<file path="src/rtl/doorbell_regs.sv">
module doorbell_regs #(
  parameter int ADDR_W    = 8,
  parameter int NUM_PEERS = 16,
  parameter int PEER_W    = 16,
  parameter int VEC_W     = 8,
  parameter int NUM_EVT   = 4,
  localparam int PCNT_W   = $clog2(NUM_PEERS + 1),
  localparam int IDX_W    = $clog2(NUM_PEERS)
) (
  input  logic                       clk,
  input  logic                       rst_n,
  input  logic [ADDR_W-1:0]          bus_addr,
  input  logic [31:0]                bus_wdata,
  input  logic                       bus_wr,
  input  logic                       bus_rd,
  output logic [31:0]                bus_rdata,
  input  logic [PCNT_W-1:0]          cfg_peer_count,
  input  logic [NUM_PEERS*VEC_W-1:0] cfg_vec_counts,
  input  logic [PEER_W-1:0]          own_id,
  input  logic                       region_mapped,
  input  logic                       msi_mode,
  input  logic [NUM_EVT-1:0]         event_in,
  output logic                       irq,
  output logic                       notify_valid,
  output logic [PEER_W-1:0]          notify_peer,
  output logic [VEC_W-1:0]           notify_vector
);
  localparam logic [ADDR_W-1:0] OFF_MASK = ADDR_W'(8'h00);
  localparam logic [ADDR_W-1:0] OFF_STAT = ADDR_W'(8'h04);
  localparam logic [ADDR_W-1:0] OFF_POS  = ADDR_W'(8'h08);
  localparam logic [ADDR_W-1:0] OFF_BELL = ADDR_W'(8'h0C);

  logic [31:0] mask_q, status_q;
  logic [ADDR_W-1:0] wr_off;
  logic [PEER_W-1:0] dest;
  logic [VEC_W-1:0]  vec;
  logic [VEC_W-1:0]  vec_cnt [NUM_PEERS];
  logic              dest_ok, bell_ok, evt_hit, stat_rd;

  assign wr_off = {bus_addr[ADDR_W-1:2], 2'b00};
  assign dest   = bus_wdata[31:16];
  assign vec    = bus_wdata[VEC_W-1:0];

  always_comb begin
    for (int p = 0; p < NUM_PEERS; p++)
      vec_cnt[p] = cfg_vec_counts[p*VEC_W +: VEC_W];
  end

  assign dest_ok = (dest < PEER_W'(cfg_peer_count)) && (dest < PEER_W'(NUM_PEERS));
  assign bell_ok = bus_wr && (wr_off == OFF_BELL) && dest_ok &&
                   (vec < vec_cnt[dest[IDX_W-1:0]]);
  assign evt_hit = !msi_mode && (|event_in);
  assign stat_rd = bus_rd && (bus_addr == OFF_STAT);
  assign irq     = |(status_q & mask_q);

  always_ff @(posedge clk) begin
    if (!rst_n) begin
      mask_q   <= '0;
      status_q <= '0;
    end else begin
      if (bus_wr && wr_off == OFF_MASK) mask_q <= bus_wdata;
      if (evt_hit)                          status_q <= 32'd1;
      else if (stat_rd)                     status_q <= '0;
      else if (bus_wr && wr_off == OFF_STAT) status_q <= bus_wdata;
    end
  end

  always_ff @(posedge clk) begin
    if (!rst_n) begin
      bus_rdata <= '0;
    end else if (bus_rd) begin
      case (bus_addr)
        OFF_MASK: bus_rdata <= mask_q;
        OFF_STAT: bus_rdata <= status_q;
        OFF_POS:  bus_rdata <= region_mapped ? 32'(own_id) : 32'hFFFF_FFFF;
        default:  bus_rdata <= '0;
      endcase
    end
  end

  always_ff @(posedge clk) begin
    if (!rst_n) begin
      notify_valid  <= 1'b0;
      notify_peer   <= '0;
      notify_vector <= '0;
    end else begin
      notify_valid <= bell_ok;
      if (bell_ok) begin
        notify_peer   <= dest;
        notify_vector <= vec;
      end
    end
  end
endmodule


</file>
<file path="config.mk">
export PLATFORM = sky130hd
export DESIGN_NAME = doorbell_regs
export DESIGN_NICKNAME = d
export VERILOG_FILES = /design/src/rtl/doorbell_regs.sv
export SDC_FILE = /design/constraint.sdc
export NUM_CORES = 1
export LEC_CHECK = 0
export ABC_AREA = 1
export BUFFER_PORTS_ARGS = -buffer_cell sky130_fd_sc_hd__buf_2
export CORE_UTILIZATION = 45
export DETAILED_ROUTE_END_ITERATION = 6
export PLACE_DENSITY = 0.78
export SLEW_MARGIN = 0
export SYNTH_ARGS = -nofsm -noshare
export SYNTH_HDL_FRONTEND = slang
export SYNTH_SLANG_ARGS = --single-unit
</file>
<file path="constraint.sdc">
create_clock -name clk -period 2.93 [get_ports clk]
set_input_delay 0.586 -clock clk [delete_from_list [all_inputs] [get_ports clk]]
set_output_delay 0.586 -clock clk [all_outputs]
set_load 0.03 [all_outputs]
</file>
# After elaboration in Yosys (flattened, before gate mapping)
# Index checks and enable logic that the tools add are counted.
# word_totals
regBits	121
latchBits	0
mem_bits_rw	0
rom_bits	0
inputBits	199
out_inout_bits	58
elab_cells	41
n_memories	0
# classes
add_sub_neg	0
multipliers	0
div_mod_pow	0
magnitude_cmp	4
n_eq_ne	4
n_shift	0
n_mux	8
bitwise	3
reduce_logical	15
# ops
cell	count
32-bit one-hot mux with 3 select lines	1
32-bit AND	1
8-bit binary-select mux with 4-bit select	1
32-bit two-way mux	1
32-bit OR reduction	1
8-bit zero test	2
16-bit by 5-bit < comparator with 1-bit output	1
16-bit by 5-bit < comparator with 1-bit output, second input constant	1
8-bit two-way mux	2
8-bit by 3-bit equality test with 1-bit output, second input constant	1
8-bit by 4-bit equality test with 1-bit output, second input constant	1
1-bit logical AND	8
8-bit < comparator	1
6-bit by 1-bit equality test with 1-bit output, second input constant	1
6-bit by 2-bit equality test with 1-bit output, second input constant	1
5-bit greater-or-equal comparator, second input constant	1
4-bit inverter with 5-bit output	1
4-bit OR reduction	1
1-bit two-way mux	3
3-bit nonzero test	1
3-bit OR reduction	1
1-bit zero test	1
1-bit inverter	1

# Depth between registers and ports, before layout
# depth
word_depth	6
mapped_depth	21
mapped_depth_nobuf	17

# Least setup slack after synthesis
# OpenSTA, ideal clock, no wires.
# synth_timing
kind	input-to-reg
start	input port bus_wdata[17]
end	register notify_peer[1]
setup_ns	0.115
arrival_time_ns	2.926
required_ns	2.815
path_slack_ns	-0.111
path_stages	21
path_buffers	4
cell_sequence	buf_2 -> inv_2 -> clkbuf_1 -> clkbuf_1 -> o21ai_1 -> o221ai_1 -> o211ai_1 -> nand2_1 -> inv_1 -> ha_1 -> nand2_1 -> inv_1 -> nand3_1 -> nand4_1 -> nor2_1 -> nand2_1 -> nor2_4 -> buf_4 -> nand3_1 -> nand2_1 -> nor2_1
# synth_between
elab_chain_cells	6
word_cells_on_any_way	10
cone_classes	order compare (3); mux (3); bitwise (1); reduce/logical (3)
# synth_lines
element	line_no	text
from (decl)	13	input logic [31:0] bus_wdata,
4-bit inverter with 5-bit output (implied by the code)	51	(vec < vec_cnt[dest[IDX_W-1:0]]);
8-bit binary-select mux with 4-bit select	51	
8-bit two-way mux (implied by the code) (2 in series)	51	
8-bit < comparator	51	
1-bit logical AND	50	assign bell_ok = bus_wr && (wr_off == OFF_BELL) && dest_ok &&
to (signal assigned)	89	notify_peer <= dest;
to (decl)	25	output logic [PEER_W-1:0] notify_peer,
# Several ways; a longest one is shown, not always the timed one. The select of a mux whose other input is x is not followed.
# A chain may end at the register's enable or synchronous reset.

# Worst setup path in the final report
# layout_timing
start	register mask_q[22]
end	output port irq
# layout_between
elab_chain_cells	2
# layout_lines
element	line_no	text
from (decl)	33	logic [31:0] mask_q, status_q;
from (signal assigned)	61	if (bus_wr && wr_off == OFF_MASK) mask_q <= bus_wdata;
32-bit AND	54	assign irq = |(status_q & mask_q);
32-bit OR reduction	54	
to (decl)	23	output logic irq,
# Every way passes these cells.

==> impl_metrics.tcl <==
set metrics [dict create \
    synth_warnings 0 \
    grt_pass1_wl_um 34200 \
    io_buffer_count 256 \
    timing.final.ws_setup_ns 0.3191 \
    hold_class "primary input to register" \
    p_per_area_nw_per_um2 490.7 \
    grt_max_degree 57 \
    synth_ff_type "dfxtp_1" \
    start_kind "register" \
    drive_gt1_share_pct 29.43 \
    clk_latency_ns 0.42 \
    routabilityCongestion 0.9144 \
    synth-seq-cells 121 \
    cp.required_ns 2.34 \
    cts_setup_buffers 0 \
    yosys.area.top_type_share_pct 36.76 \
    postCtsHoldBufs 0 \
    dieArea_um2 15130 \
    maxClockFrequency_ghz 0.3830 \
    fin_cells 1427 \
    place_inst 1395 \
    yosysSeqAreaShare_pct 36.76 \
    utilization_pct 61.99 \
    cts_root_buf "clkbuf_16" \
    vias_per_cell 5.381 \
    fin_skew_ns 0.008266 \
    start_util_pct 46.74 \
    status "complete, no violations" \
    via_count 7679 \
    tritoncts "done" \
    cts_num_sinks 121 \
    overflow 0 \
    synth_edf_count 0 \
    p_leak_nw 3.991 \
    synth_area_per_cell_um2 6.669 \
    slowest_stage "or3_1" \
    ant_nets 0 \
    syn_nets 1198 \
    synthCells 988 \
    synthDistinctLibCells 37 \
    synthTopCellsByArea "dfxtp_1 37%, nand2_1 14%, o21ai_0 7.8%" \
    relSlewSlack_pct 56.67 \
    worstSetupEndpointType "output pin" \
    synth_area_um2 6589 \
    cts_buffer_depth 2 \
    fillCellCount 1330 \
    place_hpwl_um 16030 \
    path_cells "a22o_1 > a221oi_1 > nand4_1 > or3_1 > buf_2" \
    final_nets 1444 \
    synth_top_area_cell "dfxtp_1" \
    cts.htree.levels 4 \
    core_area_um2 14100 \
    hold_viol_final 0 \
    grt_pass1_vias 6973 \
    cts_made_buffers 17 \
    final_area_um2 8738 \
    drt_iter0_drc 725 \
    cpPeakStageDelay_ns 0.36 \
    min_period_ns 2.611 \
    irDropWorstVdd_uv 435.9 \
    n_antenna_cell 0 \
    path_clk_slew_ns 0.06 \
    antenna_found_initial 0 \
    rows 43 \
    drc 0 \
    cp.arrival_ns 2.02 \
    place_area_um2 8134 \
    area_growth_pct 32.62 \
    synthArstFlopShare_pct 0 \
    wire_per_inst_um 15.47 \
    design.portCount 257 \
    dr.pass1.iters 5 \
    fin_crit_sh_pct 89.11 \
    crit_fanout 3 \
    slew_viol_final 0 \
    tightest_slew_ns 0.6500 \
    dp_slack_ns -0.06683 \
    fp.dieW_um 123.0 \
    die_h_um 123.0 \
    cap_viol_max_count 0 \
    rsz0062_at_grt "false" \
    crit_type "register to output pin" \
    grt_use_total_pct 29.51 \
    cts.repair.resized 0 \
    wirelength_um 22080 \
    setup_viol 0 \
]
-- layer usage --
metal	global-route usage, %	up-vias	part of all wire (%)
li1	-	3803	-
met1	35.89	3435	41
met2	51.16	395	50
met3	5.673	46	7.4
met4	11.60	0	2.5
met5	0	-	0
-- logic make-up after synthesis --
group / count (synthesis) / share of synthesized area [%]
flip-flops: 121 / 36.76
AO/OA/AOI/OAI: 262 / 23.02
AND/OR/NAND/NOR: 447 / 28.64
adder cells (fa/ha/maj): 11 / 2.089
buffers and inverters: 147 / 9.495
-- final cells by class --
class | count | area (um^2) | area share [%]
multi-input combinational | 720 | 3541 | 40.52
clock inverter | 12 | 137.6 | 1.575
clock buffer | 20 | 466.7 | 5.341
sequential | 121 | 2422 | 27.72
tap | 180 | 225.2 | 2.577
timing repair buffer | 295 | 1649 | 18.87
inverter | 79 | 296.5 | 3.393
-- state kept, by name (all words and copies together) (netlist names) --
signal / cells
mask_q: 32
status_q: 32
notify_valid: 1
bus_rdata: 32
notify_vector: 8
notify_peer: 16
-- power by group --
group | total [mW] | internal [mW] | switching (mW)
clock | 2.12 | 1.33 | 0.794
sequential | 1.65 | 1.65 | 0.00329
combinational | 0.511 | 0.219 | 0.292
-- layout by cell type (no fill, tap or decap), types with 16 or more instances in the layout --
master,Yosys,layout
o21ai_0,103,103
nor2_1,116,116
nand3_1,63,63
a21oi_1,90,90
dfxtp_1,121,121
inv_1,61,61
o221ai_1,27,27
clkbuf_16,0,17
buf_4,2,33
nand2_1,238,238
buf_2,17,256
inv_2,16,16
-- per-stage QoR --
stage / setup TNS, ns / hold slack, ns / total power [mW]
2_1_floorplan: 0 / 0.4409 / 1.946
3_3_place_gp: 0 / 0.4365 / 2.188
3_5_place_dp: -0.4867 / 0.4409 / 2.194
4_1_cts: 0 / 0.4193 / 4.297
5_1_grt: 0 / 0.4331 / 4.431
6_report: 0 / 0.4322 / 4.288
-- final timing paths --
path                            slack [ns]        endpoint  cells past startpoint            from
worst min register to register        0.45  notify_peer[9]                      2  notify_peer[9]
worst min-delay path                  0.43     status_q[9]                      3    bus_wdata[9]
worst max register to register        1.97   bus_rdata[19]                      4    status_q[19]
worst max-delay path                  0.32             irq                      5      mask_q[22]
-- cell usage after synthesis, drive strengths merged, types with 10 or more instances --
| cell type | instances |
|---|---|
| a21oi | 95 |
| buf | 26 |
| clkbuf | 42 |
| dfxtp | 121 |
| ha | 11 |
| inv | 77 |
| nand2 | 243 |
| nand3 | 74 |
| nor2 | 118 |
| o211ai | 12 |
| o21ai | 107 |
| o221ai | 27 |
| o22ai | 10 |
-- worst max-delay path, delay by kind of cell (launching register included) --
kind / cells / cell delay, ns
flops: 1 / 0.33
compound gates: 2 / 0.50
buf+inv: 1 / 0.19
simple gates: 2 / 0.58
Power figures use the tool's default switching activity.
